`config.mk`:
```
export PLATFORM = sky130hd
export DESIGN_NAME = block_dispatch
export DESIGN_NICKNAME = d
export VERILOG_FILES = /design/src/rtl/blkdsp_pkg.sv /design/src/rtl/sm_slot.sv /design/src/rtl/warp_split.sv /design/src/rtl/lowest_pick.sv /design/src/rtl/block_dispatch.sv
export SDC_FILE = /design/constraint.sdc
export NUM_CORES = 2
export LEC_CHECK = 0
export BUFFER_PORTS_ARGS = -buffer_cell sky130_fd_sc_hd__buf_2
export CAP_MARGIN = 20
export CORE_ASPECT_RATIO = 0.7
export CORE_UTILIZATION = 40
export DETAILED_ROUTE_END_ITERATION = 8
export GPL_ROUTABILITY_DRIVEN = 1
export GPL_TIMING_DRIVEN = 0
export PLACE_DENSITY = 0.63
export SLEW_MARGIN = 15
export SYNTH_ARGS = -nofsm -noshare
export SYNTH_HDL_FRONTEND = slang
export SYNTH_SLANG_ARGS = --single-unit
```
`constraint.sdc`:
```
create_clock -name clk -period 8.2 [get_ports clk]
set_input_delay 0.41 -clock clk [delete_from_list [all_inputs] [get_ports clk]]
set_output_delay 0.41 -clock clk [all_outputs]
set_load 0.02 [all_outputs]
```
`src/rtl/blkdsp_pkg.sv`:
```
package blkdsp_pkg;
    typedef enum logic [1:0] {
        ST_IDLE = 2'd0,
        ST_RUN  = 2'd1,
        ST_DONE = 2'd2
    } dsp_state_e;
endpackage

```
`src/rtl/sm_slot.sv`:
```
// Resource ledger for one SM: resident blocks, threads, registers, shared memory.
module sm_slot #(
    parameter int MAX_BLK   = 8,
    parameter int MAX_THR   = 1536,
    parameter int REG_POOL  = 65536,
    parameter int SMEM_POOL = 49152,
    parameter int TW        = 11,
    parameter int REGW      = 17,
    parameter int SMW       = 16
) (
    input  logic            clk,
    input  logic            rst_n,
    input  logic            take_i,
    input  logic            done_i,
    input  logic [TW-1:0]   blk_thr_i,
    input  logic [REGW-1:0] blk_reg_i,
    input  logic [SMW-1:0]  blk_smem_i,
    output logic            fits_o,
    output logic            retire_o
);
    localparam int BW  = $clog2(MAX_BLK + 1);
    localparam int UTW = $clog2(MAX_THR + 1);
    localparam int URW = $clog2(REG_POOL + 1);
    localparam int USW = $clog2(SMEM_POOL + 1);

    typedef struct packed {
        logic [BW-1:0]  blocks;
        logic [UTW-1:0] thr;
        logic [URW-1:0] regs;
        logic [USW-1:0] smem;
    } ledger_t;

    ledger_t q, d;

    logic [BW:0]  blk_sum;
    logic [UTW:0] thr_sum;
    logic [URW:0] reg_sum;
    logic [USW:0] sm_sum;

    always_comb begin
        blk_sum = {1'b0, q.blocks} + (BW+1)'(1);
        thr_sum = {1'b0, q.thr}    + (UTW+1)'(blk_thr_i);
        reg_sum = {1'b0, q.regs}   + (URW+1)'(blk_reg_i);
        sm_sum  = {1'b0, q.smem}   + (USW+1)'(blk_smem_i);
        fits_o  = (blk_sum <= (BW+1)'(MAX_BLK))   &&
                  (thr_sum <= (UTW+1)'(MAX_THR))  &&
                  (reg_sum <= (URW+1)'(REG_POOL)) &&
                  (sm_sum  <= (USW+1)'(SMEM_POOL));
        retire_o = done_i && (q.blocks != '0);

        d = q;
        if (take_i) begin
            d.blocks = d.blocks + BW'(1);
            d.thr    = d.thr    + UTW'(blk_thr_i);
            d.regs   = d.regs   + URW'(blk_reg_i);
            d.smem   = d.smem   + USW'(blk_smem_i);
        end
        if (retire_o) begin
            d.blocks = d.blocks - BW'(1);
            d.thr    = d.thr    - UTW'(blk_thr_i);
            d.regs   = d.regs   - URW'(blk_reg_i);
            d.smem   = d.smem   - USW'(blk_smem_i);
        end
    end

    always_ff @(posedge clk or negedge rst_n) begin
        if (!rst_n) q <= '0;
        else        q <= d;
    end

    assert_slot_caps_R1: assert property (@(posedge clk) disable iff (!rst_n)
        (q.blocks <= BW'(MAX_BLK)) && (q.thr <= UTW'(MAX_THR)));
    assert_slot_pools_R5: assert property (@(posedge clk) disable iff (!rst_n)
        (q.regs <= URW'(REG_POOL)) && (q.smem <= USW'(SMEM_POOL)));
    assert_empty_pulse_R6: assert property (@(posedge clk) disable iff (!rst_n)
        (done_i && !take_i && q.blocks == '0) |=> (q.blocks == '0));
endmodule

```
`src/rtl/warp_split.sv`:
```
// Turns a block's thread count into its warp count and its tail-warp lane mask.
module warp_split #(
    parameter int WARP = 32,
    parameter int TW   = 11,
    parameter int WCW  = 6
) (
    input  logic [TW-1:0]   thr_i,
    output logic [WCW-1:0]  warps_o,
    output logic [WARP-1:0] tail_mask_o
);
    localparam int LW = $clog2(WARP);

    logic [TW:0]   rounded;
    logic [LW-1:0] rem;

    always_comb begin
        rounded = {1'b0, thr_i} + (TW+1)'(WARP - 1);
        warps_o = WCW'(rounded >> LW);
        rem     = thr_i[LW-1:0];
    end

    for (genvar l = 0; l < WARP; l++) begin : g_lane
        assign tail_mask_o[l] = (rem == '0) || (LW'(l) < rem);
    end
endmodule

```
`src/rtl/lowest_pick.sv`:
```
// Fixed priority: lowest-numbered requester wins.
module lowest_pick #(
    parameter int N  = 4,
    parameter int IW = 2
) (
    input  logic [N-1:0]  req_i,
    output logic [N-1:0]  gnt_o,
    output logic [IW-1:0] idx_o,
    output logic          any_o
);
    always_comb begin
        gnt_o = '0;
        idx_o = '0;
        for (int i = N - 1; i >= 0; i--) begin
            if (req_i[i]) begin
                gnt_o    = '0;
                gnt_o[i] = 1'b1;
                idx_o    = IW'(i);
            end
        end
        any_o = |req_i;
    end
endmodule

```
`src/rtl/block_dispatch.sv`:
```
module block_dispatch
    import blkdsp_pkg::*;
#(
    parameter int NUM_SM      = 4,
    parameter int MAX_BLK     = 8,
    parameter int MAX_THR     = 1536,
    parameter int MAX_BLK_THR = 1024,
    parameter int WARP        = 32,
    parameter int REG_POOL    = 65536,
    parameter int SMEM_POOL   = 49152,
    parameter int GDW         = 4,
    parameter int BDW         = 11,
    parameter int REGW        = $clog2(REG_POOL + 1),
    parameter int SMW         = $clog2(SMEM_POOL + 1),
    parameter int SMIW        = (NUM_SM > 1) ? $clog2(NUM_SM) : 1,
    parameter int WCW         = $clog2(MAX_BLK_THR / WARP + 1)
) (
    input  logic                clk,
    input  logic                rst_n,
    input  logic                launch_i,
    input  logic [GDW-1:0]      grid_x_i,
    input  logic [GDW-1:0]      grid_y_i,
    input  logic [GDW-1:0]      grid_z_i,
    input  logic [BDW-1:0]      blk_x_i,
    input  logic [BDW-1:0]      blk_y_i,
    input  logic [BDW-1:0]      blk_z_i,
    input  logic [REGW-1:0]     reg_req_i,
    input  logic [SMW-1:0]      smem_req_i,
    input  logic [NUM_SM-1:0]   sm_done_i,
    output logic                disp_valid_o,
    output logic [3*GDW-1:0]    disp_blk_o,
    output logic [SMIW-1:0]     disp_sm_o,
    output logic [WCW-1:0]      disp_warps_o,
    output logic [WARP-1:0]     disp_tail_mask_o,
    output logic                launch_err_o,
    output logic                grid_done_o
);
    localparam int BIW = 3 * GDW;
    localparam int TW  = $clog2(MAX_BLK_THR + 1);
    localparam int PW  = 3 * BDW;
    localparam int CW  = $clog2(NUM_SM + 1);

    typedef struct packed {
        dsp_state_e      state;
        logic [TW-1:0]   bthr;
        logic [REGW-1:0] breg;
        logic [SMW-1:0]  bsmem;
        logic [BIW-1:0]  total;
        logic [BIW-1:0]  nxt;
        logic [BIW-1:0]  comp;
        logic            disp_valid;
        logic [BIW-1:0]  disp_blk;
        logic [SMIW-1:0] disp_sm;
        logic [WCW-1:0]  warps;
        logic [WARP-1:0] mask;
        logic            err;
        logic            grid_done;
    } ctl_t;

    ctl_t q, d;

    logic [NUM_SM-1:0] fits, retire, take;
    logic [NUM_SM-1:0] gnt;
    logic [SMIW-1:0]   gidx;
    logic              gany;
    logic [WCW-1:0]    ws_warps;
    logic [WARP-1:0]   ws_mask;
    logic [PW-1:0]     thr_prod;
    logic [BIW-1:0]    grid_prod;
    logic              cfg_bad;
    logic [CW-1:0]     n_retire;

    for (genvar s = 0; s < NUM_SM; s++) begin : g_sm
        sm_slot #(
            .MAX_BLK(MAX_BLK), .MAX_THR(MAX_THR), .REG_POOL(REG_POOL),
            .SMEM_POOL(SMEM_POOL), .TW(TW), .REGW(REGW), .SMW(SMW)
        ) u_slot (
            .clk(clk), .rst_n(rst_n),
            .take_i(take[s]), .done_i(sm_done_i[s]),
            .blk_thr_i(q.bthr), .blk_reg_i(q.breg), .blk_smem_i(q.bsmem),
            .fits_o(fits[s]), .retire_o(retire[s])
        );
    end

    lowest_pick #(.N(NUM_SM), .IW(SMIW)) u_pick (
        .req_i(fits), .gnt_o(gnt), .idx_o(gidx), .any_o(gany)
    );

    warp_split #(.WARP(WARP), .TW(TW), .WCW(WCW)) u_split (
        .thr_i(q.bthr), .warps_o(ws_warps), .tail_mask_o(ws_mask)
    );

    always_comb begin
        thr_prod  = PW'(blk_x_i) * PW'(blk_y_i) * PW'(blk_z_i);
        grid_prod = BIW'(grid_x_i) * BIW'(grid_y_i) * BIW'(grid_z_i);
        cfg_bad   = (thr_prod == '0) || (thr_prod > PW'(MAX_BLK_THR)) ||
                    (grid_x_i == '0) || (grid_y_i == '0) || (grid_z_i == '0) ||
                    (reg_req_i > REGW'(REG_POOL)) || (smem_req_i > SMW'(SMEM_POOL));
        n_retire = '0;
        for (int s = 0; s < NUM_SM; s++) n_retire = n_retire + CW'(retire[s]);
    end

    always_comb begin
        d            = q;
        d.disp_valid = 1'b0;
        d.err        = 1'b0;
        take         = '0;
        d.comp       = q.comp + BIW'(n_retire);
        case (q.state)
            ST_RUN: begin
                if ((q.nxt < q.total) && gany) begin
                    take         = gnt;
                    d.disp_valid = 1'b1;
                    d.disp_blk   = q.nxt;
                    d.disp_sm    = gidx;
                    d.warps      = ws_warps;
                    d.mask       = ws_mask;
                    d.nxt        = q.nxt + BIW'(1);
                end
                if ((d.nxt == q.total) && (d.comp == q.total)) d.state = ST_DONE;
            end
            default: begin
                if (launch_i) begin
                    if (cfg_bad) begin
                        d.err = 1'b1;
                    end else begin
                        d.state = ST_RUN;
                        d.bthr  = TW'(thr_prod);
                        d.breg  = reg_req_i;
                        d.bsmem = smem_req_i;
                        d.total = grid_prod;
                        d.nxt   = '0;
                        d.comp  = '0;
                    end
                end
            end
        endcase
        d.grid_done = (d.state == ST_DONE);
    end

    always_ff @(posedge clk or negedge rst_n) begin
        if (!rst_n) q <= '0;
        else        q <= d;
    end

    assign disp_valid_o     = q.disp_valid;
    assign disp_blk_o       = q.disp_blk;
    assign disp_sm_o        = q.disp_sm;
    assign disp_warps_o     = q.warps;
    assign disp_tail_mask_o = q.mask;
    assign launch_err_o     = q.err;
    assign grid_done_o      = q.grid_done;

    assert_single_take_R8: assert property (@(posedge clk) disable iff (!rst_n)
        $onehot0(take));
    assert_index_range_R7: assert property (@(posedge clk) disable iff (!rst_n)
        disp_valid_o |-> (disp_blk_o < q.total));
    assert_done_quiet_R9: assert property (@(posedge clk) disable iff (!rst_n)
        grid_done_o |-> !disp_valid_o);
    assert_tail_lane0_R4: assert property (@(posedge clk) disable iff (!rst_n)
        disp_valid_o |-> disp_tail_mask_o[0]);
    assert_warps_nonzero_R3: assert property (@(posedge clk) disable iff (!rst_n)
        disp_valid_o |-> (disp_warps_o != '0));
    assert_err_no_disp_R2: assert property (@(posedge clk) disable iff (!rst_n)
        launch_err_o |-> !disp_valid_o);
endmodule

```
======== Yosys cells after proc, flatten, opt, wreduce, memory -nomap -nowiden ========
Cells that the tools add are included.
operators by class
  $lt $le $gt $ge ......................... 52
  bitwise gates (word level) .............. 2
  multiplexer cells ....................... 31
  $mul .................................... 4
  add/subtract/negate cells ............... 54
  eq/ne operators ......................... 5
  reductions and logical operators ........ 70
operator list
  operator              number
  $mux 48               8
  $mux 82               2
  $mux 53               2
  $lt 5x5->1 const A    16
  $add 17x17->18        4
  $le 18x17->1 const B  4
  $add 16x16->17        4
  $add 17x17->17        4
  $le 17x16->1 const B  4
  $sub 17x17->17        4
  $add 16x16->16        4
  $sub 16x16->16        4
  $add 11x11->12        4
  $le 12x11->1 const B  4
  $mux 12               4
  $add 11x11->11        4
  $sub 11x11->11        4
  $lt 4x5->1 const A    8
  $logic_or 1x1->1      38
  $gt 33x11->1 const B  1
  $logic_not 33->1      1
  $mul 22x11->33        1
  $eq 12x12->1          2
  $mux 4                6
  33 further kinds      81
storage, ports and cells
  flip-flop bits (word level) ............. 329
  word-level logic and storage cells ...... 248
  input port bits ......................... 85

======== Depth between registers and ports, before layout ========
  depth in word-level cells ............... 14
  gate-level depth with buffers ........... 52
  mapped depth without buffers ............ 48

======== Hierarchy ========
A second synthesis with hierarchy kept.
unflattened totals
  cell total of the unflattened synthesis .. 5,411
  area, all modules ....................... 46,611.0 um2
modules (own cells, without submodules)
  module                         area each (um2)  cells each  instances
  block_dispatch                 20,752.4         2,195       1
  sm_slot at g_sm[0].u_slot ...  6,297.3          765         3
  sm_slot at g_sm[3].u_slot      6,458.7          824         1
  warp_split                     449.2            87          1
  lowest_pick                    58.8             10          1

======== Least setup slack after synthesis ========
OpenSTA, ideal clock, no wires.
  path kind ............................... input to register
  start point ............................. input blk_y_i[4]
  end point ............................... register q[57] in the netlist's numbering
  library setup time ...................... 132 ps
  data required time ...................... 8,068 ps
  slack ................................... -3,619 ps
  buffers on the path ..................... 5
  arrival time ............................ 11,687 ps
  stages on the path ...................... 49
  path through ............................ clkbuf_1 -> nand2_1 -> fa_1 -> inv_1 -> ha_1 -> fa_1 -> inv_1 -> fa_1 -> fa_1 -> inv_1 -> ha_1 -> a21oi_1 -> o21bai_1 -> a21oi_1 -> o21bai_1 -> a21oi_1 -> o21bai_1 -> a21oi_1 -> [13 not listed] -> inv_1 -> ha_1 -> inv_1 -> o32a_1 -> nand3_1 -> nor4_1 -> nand4_1 -> a211oi_1 -> nand4_1 -> or4_1 -> nor4_1 -> nand4_1 -> nor4bb_1 -> nor2b_1 -> clkbuf_1 -> buf_1 -> clkbuf_1 -> nor2_1
RTL lines
  what                    line                   source
  start: declaration      block_dispatch.sv:25   input logic [BDW-1:0] blk_y_i,
  end signal: assignment  block_dispatch.sv:142  if (!rst_n) q <= '0;
  end signal: assignment  block_dispatch.sv:143  else q <= d;
  end: declaration        block_dispatch.sv:60   ctl_t q, d;

======== Worst setup path after layout ========
  start point ............................. input blk_y_i[2]
  end point ............................... register q[100] in the netlist's numbering
on the way
  word-level cells in the longest chain between the ends .. 11
RTL lines
  what                                              line                  source
  $mul 11x11->22 *                                  block_dispatch.sv:94  thr_prod = PW'(blk_x_i) * PW'(blk_y_i) * PW'(blk_z_i);
  $mul 22x11->33 *                                  block_dispatch.sv:94
  $gt 33x11->1 or $logic_not 33->1 (tied branches)  block_dispatch.sv:96  cfg_bad = (thr_prod == '0) || (thr_prod > PW'(MAX_BLK_THR)) ||
  $logic_or 1x1->1 * (2 in series)                  block_dispatch.sv:96
  $logic_or 1x1->1 * (3 in series)                  block_dispatch.sv:97  (grid_x_i == '0) || (grid_y_i == '0) || (grid_z_i == '0) ||
  $logic_or 1x1->1 *                                block_dispatch.sv:98  (reg_req_i > REGW'(REG_POOL)) || (smem_req_i > SMW'(SMEM_POOL));
  $not 1->1 (no line) *                             n/a
  $reduce_and 3->1 (no line) *                      n/a
Mark *: on every way between the ends. The rest lies on a longest branch, timed or not.
A chain may end at the register's enable or synchronous reset.

==> results.sh <==
export IMPL_outcome="finished, violations left"
export IMPL_violations="negative setup slack"
export IMPL_cap_violations=0
export IMPL_drtIter0Drc=3894
export IMPL_cts_root_buffer="clkbuf_16"
export IMPL_dr_pass1_iters=5
export IMPL_layout_setup_ws_ns=-2.863
export IMPL_fin_util_pct=46.77
export IMPL_synthArstFlopShare_pct=100.0
export IMPL_cts_buffers=40
export IMPL_track_usage_pct=25.84
export IMPL_yosys_top_cells_area="dfrtp_1, ha_1, fa_1"
export IMPL_worst_pin_slew_ns=1.310
export IMPL_fmax_ghz=0.09039
export IMPL_max_slew_margin_pct=12.69
export IMPL_core_sq_um=108600
export IMPL_worst_r2r_setup_slack_ns=0.09
export IMPL_cp_end_kind="flop"
export IMPL_top_layer="met5"
export IMPL_netlist_instances=5015
export IMPL_wl_per_cell_um=21.30
export IMPL_ioPinCount=140
export IMPL_synth_cell_types=86
export IMPL_yosysSeqAreaShare_pct=18.76
export IMPL_clock_tree_htree_level_count=2
export IMPL_die_h_um=279.1
export IMPL_max_stage_delay_ns=0.55
export IMPL_instances_no_fill=6775
export IMPL_antenna_found_initial=7
export IMPL_layout_min_cycle_time_ns=11.06
export IMPL_synth_edff_count=0
export IMPL_area_delta_synth_final_pct=15.70
export IMPL_drc=0
export IMPL_yosysTopAreaCellShare_pct=18.76
export IMPL_start_kind="primary input"
export IMPL_layout_nets=6215
export IMPL_synth_seq_cells=329
export IMPL_synth_avg_cell_area_sq_um=8.750
export IMPL_slowest_stage="fa_1"
export IMPL_drv_slew=0
export IMPL_wl_met2_um=55730
export IMPL_hpwl_um=112000
export IMPL_wirelength_um=144300
export IMPL_grt_pass1_wl_um=220900
export IMPL_hold_class="primary input to flop"
export IMPL_hold_viol=0
export IMPL_route_met3_wl_um=14410
export IMPL_die_w_um=397.9
export IMPL_vias=38334
export IMPL_finalSetupViolations=84
export IMPL_synthesis_nets=5926
export IMPL_port_buffer_count=136
export IMPL_met1Wirelength_um=71010
export IMPL_syn_area_sq_um=43880
export IMPL_cts_sinks=329
export IMPL_clk_pin_slew_ns=0.07
export IMPL_reg2reg_depth=37
export IMPL_synth_top_flop_cell="dfrtp_1"
export IMPL_rsz0062_at_grt="yes"
export IMPL_dp_slack_ns=-4.418
export IMPL_fin_skew_ns=0.02470
export IMPL_whs_path_depth=2
export IMPL_start_util_pct=40.42
export IMPL_place_inst=6606
export IMPL_worstSkewPairLatency_ns=0.60
export IMPL_dieArea_sq_um=111100
export IMPL_place_gp_congestion=0.9571
export IMPL_mostFrequentLayoutCell="ha_1"
export IMPL_cts_tree="built"
export IMPL_most_common_layout_cells="ha_1, inv_1, nand2_1, dfrtp_1, fa_1"
export IMPL_gr_total_overflow=0
export IMPL_cp_required_ns=8.67
export IMPL_first_global_vias=36443
export IMPL_ant_nets=0
export IMPL_timing_critical_path_mode_cell="fa_1"
export IMPL_yosys_area_top_type="dfrtp_1"
export IMPL_criticalPathCategory="primary input to flop"
export IMPL_via_per_inst=5.658
export IMPL_layout_drive_gt1_share_pct=17.04
export IMPL_grt_max_degree=97
export IMPL_fin_crit_sh_pct=134.9
export IMPL_crit_fanout=10
export IMPL_holdWs_ns=0.06080
export IMPL_cts_path_max_buffers=3
export IMPL_worstPathArrival_ns=11.53
export IMPL_synth_warnings=0
export IMPL_n_fill_cell=10471
export IMPL_std_cell_rows=101
==> sequential cells by signal, summed over array words and instances (netlist names) <==
signal / count
disp_sm_o: 2
disp_blk_o: 12
q: 82
disp_tail_mask_o: 32
disp_warps_o: 6
g_sm.u_slot.q: 192
launch_err_o: 1
disp_valid_o: 1
grid_done_o: 1
==> final cells by class <==
| type | count | area, sq um | area share, % |
|---|---|---|---|
| multi-input combinational | 3980 | 34060 | 67.07 |
| antenna | 3 | 7.507 | 0.01479 |
| buffer | 222 | 1662 | 3.273 |
| tap | 1442 | 1804 | 3.553 |
| timing repair buffer | 255 | 1911 | 3.763 |
| inverter | 476 | 1789 | 3.524 |
| clock buffer | 55 | 1149 | 2.262 |
| clock inverter | 13 | 160.2 | 0.3154 |
| sequential | 329 | 8237 | 16.22 |
==> Yosys cell counts (all sizes together), types with 67 or more instances <==
cell type,n
nand2,447
ha,524
xnor2,249
a21o,129
dfrtp,329
nand3,67
xor2,106
inv,473
a21oi,319
fa,302
and2,219
clkbuf,135
o21ai,258
mux2,216
buf,95
nor2,310
==> worst paths after layout <==
path,start,to
max reg2reg,q[107]$_DFFE_PN0P_,g_sm[2].u_slot.q[32]$_DFF_PN0_
min,reg_req_i[9],q[116]$_DFFE_PN0P_
max in group asynchronous,rst_n,disp_tail_mask_o[20]$_DFFE_PN0P_
max,blk_y_i[2],q[100]$_DFFE_PN0P_
min in group asynchronous,rst_n,q[98]$_DFFE_PN0P_
min reg2reg,disp_tail_mask_o[0]$_DFFE_PN0P_,disp_tail_mask_o[0]$_DFFE_PN0P_
==> what timing repair did <==
action | in CTS | in global routing
gates resized for setup | 147 | 270
pin swaps | 38 | 92
buffers inserted | 38 | 60
hold buffers | 1 | 0
endpoints found under the setup margin | 183 | 140
gates cloned | 4 | 1
endpoints found under the hold margin | 58 | 0
==> logic make-up (layout without fill, tap and decap cells) <==
group,after synthesis,after routing,synth area share (%)
xor gates and xnor gates,355,355,7.085
other,0,3,0
buffers and inverters,706,1021,6.558
and+or+nand+nor,1386,1386,15.38
AOI/OAI and AO/OA,1135,1135,16.54
muxes,277,277,6.934
adders and majority gates,827,827,28.74
DFF,329,329,18.76
==> metal layers <==
metal  global-route usage [%]  vias up
met5                        0        -
met4                    5.464        2
met3                    5.672      164
met2                    34.75     1502
met1                    40.97    18776
li1                         -    17890
==> critical path: cells and delay by family <==
kind	cells	cell delay, ns
adders and majority gates	12	5.49
xor gates and xnor gates	1	0.16
and+or+nand+nor	12	2.42
buffers and inverters	12	1.68
muxes	1	0.32
AOI/OAI and AO/OA	4	0.98
==> per-stage QoR <==
| stage | area [sq um] | setup TNS, ns |
|---|---|---|
| after global routing | 50770 | -267.50 |
| after CTS | 49500 | -225.56 |
| after global placement | 47030 | -536.52 |
| after detailed placement | 47250 | -421.55 |
| after floorplan | 44540 | -185.19 |
| final | 50770 | -225.76 |
Power is not shown: default switching activity piles up to over one toggle a cycle in this logic, so the estimate is an artifact.
